### src/rtl/trc_pkg.sv
package trc_pkg;
  localparam int unsigned ADDR_W = 32;
  localparam int unsigned DATA_W = 32;
  localparam int unsigned BEAT_W = 2;
  localparam int unsigned HI_W   = ADDR_W - BEAT_W - 2;

  typedef enum logic [1:0] {
    KIND_UNC = 2'b00,
    KIND_DLD = 2'b01,
    KIND_IFT = 2'b10,
    KIND_ST  = 2'b11
  } trc_kind_e;

  typedef struct packed {
    logic [ADDR_W-1:0] addr;
    logic [DATA_W-1:0] data;
    trc_kind_e         kind;
    logic              wr_cached;
    logic              trig_err;
  } trc_entry_t;
endpackage

### src/rtl/trc_sync.sv
module trc_sync #(
  parameter int unsigned W = 1,
  parameter logic [W-1:0] RST_VAL = '0
) (
  input  logic         clk_i,
  input  logic         rst_ni,
  input  logic [W-1:0] d_i,
  output logic [W-1:0] q_o
);
  logic [W-1:0] meta_q;

  always_ff @(posedge clk_i or negedge rst_ni) begin
    if (!rst_ni) begin
      meta_q <= RST_VAL;
      q_o    <= RST_VAL;
    end else begin
      meta_q <= d_i;
      q_o    <= meta_q;
    end
  end
endmodule

### src/rtl/trc_decode.sv
module trc_decode
  import trc_pkg::*;
(
  input  logic              clk_i,
  input  logic              rst_ni,
  input  logic              rd_n_i,
  input  logic              wr_n_i,
  input  logic              rden_n_i,
  input  logic              ale_n_i,
  input  logic              diag1_i,
  input  logic              diag0_i,
  input  logic [DATA_W-1:0] ad_i,
  input  logic [HI_W-1:0]   hi_i,
  input  logic [BEAT_W-1:0] lo_i,
  output logic              push_o,
  output trc_entry_t        entry_o
);
  logic rden_q, wr_q, ale_q;
  logic rden_fall, wr_rise, ale_fall, rd_cap, spur_set;
  logic [HI_W-1:0]   hi_q;
  logic [BEAT_W-1:0] lo_q, beat_q;
  logic d1_q, d0_q, spur_q;
  trc_kind_e rd_kind;

  always_ff @(posedge clk_i or negedge rst_ni) begin
    if (!rst_ni) begin
      rden_q <= 1'b1;
      wr_q   <= 1'b1;
      ale_q  <= 1'b1;
    end else begin
      rden_q <= rden_n_i;
      wr_q   <= wr_n_i;
      ale_q  <= ale_n_i;
    end
  end

  assign rden_fall = rden_q & ~rden_n_i;
  assign wr_rise   = ~wr_q & wr_n_i;
  assign ale_fall  = ale_q & ~ale_n_i;
  assign rd_cap    = rden_fall & ~rd_n_i & wr_n_i;
  assign spur_set  = rden_fall & ~wr_n_i;

  always_ff @(posedge clk_i or negedge rst_ni) begin
    if (!rst_ni) begin
      hi_q   <= '0;
      lo_q   <= '0;
      beat_q <= '0;
      d1_q   <= 1'b0;
      d0_q   <= 1'b0;
      spur_q <= 1'b0;
    end else if (ale_fall) begin
      hi_q   <= hi_i;
      lo_q   <= lo_i;
      beat_q <= lo_i;
      d1_q   <= diag1_i;
      d0_q   <= diag0_i;
      spur_q <= 1'b0;
    end else begin
      if (rd_cap) beat_q <= beat_q + BEAT_W'(1);
      if (spur_set)     spur_q <= 1'b1;
      else if (wr_rise) spur_q <= 1'b0;
    end
  end

  always_comb begin
    if (!d1_q)     rd_kind = KIND_UNC;
    else if (d0_q) rd_kind = KIND_IFT;
    else           rd_kind = KIND_DLD;
  end

  // store wins if both strobes land in one cycle
  always_comb begin
    entry_o.data = ad_i;
    if (wr_rise) begin
      entry_o.addr      = {hi_q, lo_q, 2'b00};
      entry_o.kind      = KIND_ST;
      entry_o.wr_cached = d1_q;
      entry_o.trig_err  = spur_q | spur_set;
    end else begin
      entry_o.addr      = {hi_q, beat_q, 2'b00};
      entry_o.kind      = rd_kind;
      entry_o.wr_cached = 1'b0;
      entry_o.trig_err  = 1'b0;
    end
  end

  assign push_o = wr_rise | rd_cap;
endmodule

### src/rtl/trc_fifo.sv
module trc_fifo
  import trc_pkg::*;
#(
  parameter int unsigned DEPTH = 16,
  parameter int unsigned OVF_W = 8
) (
  input  logic             clk_i,
  input  logic             rst_ni,
  input  logic             push_i,
  input  trc_entry_t       entry_i,
  output logic             valid_o,
  input  logic             ready_i,
  output trc_entry_t       entry_o,
  output logic             full_o,
  output logic [OVF_W-1:0] ovf_o
);
  localparam int unsigned AW = $clog2(DEPTH);
  localparam logic [AW:0] FULL_CNT = (AW+1)'(DEPTH);

  trc_entry_t    mem_q [DEPTH];
  logic [AW-1:0] wr_ptr_q, rd_ptr_q;
  logic [AW:0]   cnt_q;
  logic          do_push, do_pop;

  assign full_o  = (cnt_q == FULL_CNT);
  assign valid_o = (cnt_q != '0);
  assign do_pop  = valid_o & ready_i;
  assign do_push = push_i & ~full_o;
  assign entry_o = mem_q[rd_ptr_q];

  always_ff @(posedge clk_i) begin
    if (do_push) mem_q[wr_ptr_q] <= entry_i;
  end

  always_ff @(posedge clk_i or negedge rst_ni) begin
    if (!rst_ni) begin
      wr_ptr_q <= '0;
      rd_ptr_q <= '0;
      cnt_q    <= '0;
      ovf_o    <= '0;
    end else begin
      if (do_push) wr_ptr_q <= wr_ptr_q + AW'(1);
      if (do_pop)  rd_ptr_q <= rd_ptr_q + AW'(1);
      if (do_push && !do_pop)      cnt_q <= cnt_q + (AW+1)'(1);
      else if (!do_push && do_pop) cnt_q <= cnt_q - (AW+1)'(1);
      if (push_i && full_o && ovf_o != '1) ovf_o <= ovf_o + OVF_W'(1);
    end
  end
endmodule

### src/rtl/trc_capture.sv
module trc_capture
  import trc_pkg::*;
#(
  parameter int unsigned DEPTH = 16,
  parameter int unsigned OVF_W = 8
) (
  input  logic              clk_i,
  input  logic              rst_ni,
  input  logic [DATA_W-1:0] ad_i,
  input  logic [HI_W-1:0]   addr_hi_i,
  input  logic [BEAT_W-1:0] addr_lo_i,
  input  logic              rd_ni,
  input  logic              wr_ni,
  input  logic              rden_ni,
  input  logic              ale_ni,
  input  logic              diag1_i,
  input  logic              diag0_i,
  output logic              ent_valid_o,
  input  logic              ent_ready_i,
  output logic [ADDR_W-1:0] ent_addr_o,
  output logic [DATA_W-1:0] ent_data_o,
  output logic [1:0]        ent_kind_o,
  output logic              ent_wr_cached_o,
  output logic              ent_trig_err_o,
  output logic [OVF_W-1:0]  ovf_cnt_o
);
  localparam int unsigned BUS_W = DATA_W + HI_W + BEAT_W;

  logic [5:0]       ctl_s;
  logic [BUS_W-1:0] bus_s;
  logic             cap_push, buf_full;
  trc_entry_t       cap_entry, out_entry;

  trc_sync #(.W(6), .RST_VAL(6'b111100)) u_sync_ctl (
    .clk_i, .rst_ni,
    .d_i({ale_ni, rden_ni, wr_ni, rd_ni, diag1_i, diag0_i}),
    .q_o(ctl_s)
  );

  // data path delayed to match the strobe synchronizers
  trc_sync #(.W(BUS_W), .RST_VAL('0)) u_sync_bus (
    .clk_i, .rst_ni,
    .d_i({ad_i, addr_hi_i, addr_lo_i}),
    .q_o(bus_s)
  );

  trc_decode u_decode (
    .clk_i, .rst_ni,
    .rd_n_i  (ctl_s[2]),
    .wr_n_i  (ctl_s[3]),
    .rden_n_i(ctl_s[4]),
    .ale_n_i (ctl_s[5]),
    .diag1_i (ctl_s[1]),
    .diag0_i (ctl_s[0]),
    .ad_i    (bus_s[BUS_W-1 -: DATA_W]),
    .hi_i    (bus_s[BEAT_W +: HI_W]),
    .lo_i    (bus_s[BEAT_W-1:0]),
    .push_o  (cap_push),
    .entry_o (cap_entry)
  );

  trc_fifo #(.DEPTH(DEPTH), .OVF_W(OVF_W)) u_fifo (
    .clk_i, .rst_ni,
    .push_i (cap_push),
    .entry_i(cap_entry),
    .valid_o(ent_valid_o),
    .ready_i(ent_ready_i),
    .entry_o(out_entry),
    .full_o (buf_full),
    .ovf_o  (ovf_cnt_o)
  );

  assign ent_addr_o      = out_entry.addr;
  assign ent_data_o      = out_entry.data;
  assign ent_kind_o      = out_entry.kind;
  assign ent_wr_cached_o = out_entry.wr_cached;
  assign ent_trig_err_o  = out_entry.trig_err;
endmodule

### config.mk
export PLATFORM = sky130hd
export DESIGN_NAME = trc_capture
export DESIGN_NICKNAME = d
export VERILOG_FILES = /design/src/rtl/trc_pkg.sv /design/src/rtl/trc_sync.sv /design/src/rtl/trc_decode.sv /design/src/rtl/trc_fifo.sv /design/src/rtl/trc_capture.sv
export SDC_FILE = /design/constraint.sdc
export NUM_CORES = 1
export LEC_CHECK = 0
export BUFFER_PORTS_ARGS = -buffer_cell sky130_fd_sc_hd__clkbuf_2
export CAP_MARGIN = 20
export CORE_MARGIN = 10
export CORE_UTILIZATION = 55
export DETAILED_ROUTE_END_ITERATION = 7
export GPL_ROUTABILITY_DRIVEN = 0
export PLACE_DENSITY = 0.84
export SLEW_MARGIN = 20
export SYNTH_ARGS = -nofsm -noshare
export SYNTH_HDL_FRONTEND = slang
export SYNTH_SLANG_ARGS = --single-unit
### constraint.sdc
create_clock -name clk_i -period 7.89 [get_ports clk_i]
set_clock_uncertainty 0.15 [all_clocks]
set_input_delay 1.9725 -clock clk_i [delete_from_list [all_inputs] [get_ports clk_i]]
set_output_delay 1.9725 -clock clk_i [all_outputs]
set_load 0.02 [all_outputs]
==> flow_metrics.env <==
export IMPL_tightest_slew_ns=1.16
export IMPL_crit_path_end_kind="primary output"
export IMPL_hold_viol=0
export IMPL_synthArstFlopShare=0.156
export IMPL_overflow=0
export IMPL_syn_inst=2259
export IMPL_ys_flop_type="edfxtp_1"
export IMPL_core_area_mm2=0.0836
export IMPL_synth_edf_count=1056
export IMPL_dieHeight_um=310
export IMPL_area_delta_synth_final_pct=12.3
export IMPL_nNetsFinal=2521
export IMPL_drt_antenna_violating_nets=0
export IMPL_drv_cap=0
export IMPL_dp_hpwl_um=51400
export IMPL_root_buffer="clkbuf_16"
export IMPL_via_per_inst=6.38
export IMPL_ys_seq_area_frac=0.790
export IMPL_synth_warning_count=0
export IMPL_synthesis_area_mm2=0.0464
export IMPL_cp_arrival_ns=4.16
export IMPL_hp_class="flop to flop"
export IMPL_dr_pass1_iters=5
export IMPL_fillers=5472
export IMPL_cts_sinks=1251
export IMPL_rsz0062_at_grt="no"
export IMPL_grt_pass1_vias=23800
export IMPL_stdcell_count=3622
export IMPL_drcViolationCount=0
export IMPL_cts_max_level=3
export IMPL_slew_headroom=0.224
export IMPL_ir_drop_uv=276
export IMPL_drive_gt1_frac=0.220
export IMPL_die_area_mm2=0.0963
export IMPL_max_freq_ghz=0.159
export IMPL_worst_path_max_fanout=100
export IMPL_clk_latency_ns=0.69
export IMPL_start_util=0.555
export IMPL_powerDensity_mw_per_mm2=360
export IMPL_cts_resized_gates=0
export IMPL_synth_commonest_cells="1,056 x edfxtp_1, 265 x mux2i_1, 184 x dfrtp_1"
export IMPL_setup_ws_ns=1.61
export IMPL_crit_type="flop to primary output"
export IMPL_io_buffer_count=145
export IMPL_grt_max_degree=135
export IMPL_tns_ns=0
export IMPL_drt_iter0_markers=2321
export IMPL_syn_avg_cell_area_um2=20.5
export IMPL_row_count=106
export IMPL_postCtsHoldBufs=0
export IMPL_cts_tree="yes"
export IMPL_wl_per_cell_um=28.1
export IMPL_ys_seq_elements=1251
export IMPL_status="finished clean"
export IMPL_synth_most_common_cell="edfxtp_1"
export IMPL_cts_buffers_inserted=116
export IMPL_start_kind="flop"
export IMPL_fin_crit_sh=0.796
export IMPL_synth_cell_types=48
export IMPL_path_clk_slew_ns=0.06
export IMPL_p_leak_nw=18.1
export IMPL_pre_cts_ws_ns=2.51
export IMPL_maxSlewViolCount=0
export IMPL_grt_pass1_wl_um=152000
export IMPL_vias=23100
export IMPL_num_antenna_cells=0
export IMPL_antenna_found_initial=0
export IMPL_synth_area_top_cells="edfxtp_1 68%, dfrtp_1 9.9%, mux4_2 6.4%"
export IMPL_clock_path_buffers=3
export IMPL_die_x_um=310
export IMPL_routed_wl_um=102000
export IMPL_synth_top_area_frac=0.684
export IMPL_cp_required_ns=5.77
export IMPL_grt_usage=0.212
export IMPL_dp_cells=3401
export IMPL_io_pins=148
export IMPL_period_minus_slack_ns=6.28
export IMPL_yosysTopAreaCell="edfxtp_1"
export IMPL_setup_violations=0
export IMPL_cts_setup_buffers=0
-- worst paths after layout --
kind                            cells after the start                  start  slack (ns)                    to
worst min-delay path                                0  u_sync_bus.meta_q[16]        0.18    u_sync_bus.q_o[16]
worst max register to register                      5        u_decode.rden_q        3.80  u_fifo.mem_q[15][49]
worst max-delay path                                6     u_fifo.rd_ptr_q[2]        1.61        ent_data_o[27]
max in group asynchronous                           2                 rst_ni        5.23    u_fifo.rd_ptr_q[2]
worst min register to register                      0  u_sync_bus.meta_q[16]        0.18    u_sync_bus.q_o[16]
min in group asynchronous                           1                 rst_ni        1.08  u_sync_bus.meta_q[6]
-- critical path, stage by stage (launching register included) --
cell	delay [ns]
dfrtp_4	0.89
nor2b_4	0.99
buf_12	0.56
a221oi_1	0.28
o21ai_0	0.30
nand2_1	0.18
clkbuf_2	0.20
-- per-stage QoR --
stage,power (mW),util,instance area (um^2),hold slack (ns)
finish,18.7,0.623,52000,0.180
global route,19.5,0.623,52000,0.198
CTS,18.8,0.623,52000,0.188
detailed placement,13.4,0.577,48300,0.185
global placement,13.2,0.577,48300,0.182
floorplan,11.7,-,46400,0.181
-- power breakdown --
group	leakage, nW	total (mW)	switching [mW]	internal (mW)
registers	11.8	8.13	0.432	7.69
clock network	1.84	5.49	2.37	3.12
logic	4.44	5.12	3.19	1.94
total	18.1	18.7	5.99	12.7
-- layout by cell type (no fill, tap or decap), types with 10 or more instances in the layout --
cell and count:
a221oi_1 131, a22oi_1 66, buf_4 29, clkbuf_1 36
clkbuf_16 117, clkbuf_2 144, clkinv_1 15, clkinv_2 24
dfrtp_1 180, dfstp_2 11, edfxtp_1 1056, ha_1 10
inv_1 14, mux2_2 36, mux2i_1 265, mux4_2 132
nand2_1 79, o21ai_0 50, o21ai_1 25
-- layout make-up --
cell class	instances	area [um^2]	area share
Clock buffer	161	3170	0.0610
Multi-Input combinational cell	875	9160	0.176
Timing Repair Buffer	180	1070	0.0206
Inverter	15	57.6	0.00111
Tap cell	1080	1350	0.0260
Sequential cell	1251	36600	0.704
Clock inverter	60	611	0.0117
-- layer usage --
metal,share of wire,routed length (um),vias to the layer above,global-route usage
met5,0,0,-,0
met4,0.026,2700,0,0.0659
met3,0.085,8630,220,0.0394
met2,0.51,51600,1216,0.357
met1,0.38,38900,12100,0.281
li1,-,-,9605,-
-- logic make-up (layout without fill, tap and decap cells) --
group,after synthesis,in the layout,share of synthesized area
compound gates,290,290,0.0467
xor+xnor,13,13,0.00246
fa+ha+maj,11,11,0.00313
buf+inv,134,416,0.0150
flops,1251,1251,0.790
mux,434,434,0.130
other cells,1,2,0.0000809
simple gates,125,125,0.0127
-- sequential cells by signal (all words and copies together), names as in the netlist, 2 cells and up --
name and flops:
u_fifo.mem_q 1056, u_sync_bus.meta_q 62, u_sync_bus.q_o 62, u_decode.hi_q 28
u_fifo.ovf_o 8, u_sync_ctl.meta_q 6, u_sync_ctl.q_o 6, u_fifo.cnt_q 5
u_fifo.rd_ptr_q 4, u_fifo.wr_ptr_q 4, u_decode.beat_q 2, u_decode.lo_q 2
Note: power is estimated with default switching activity, not from simulation.
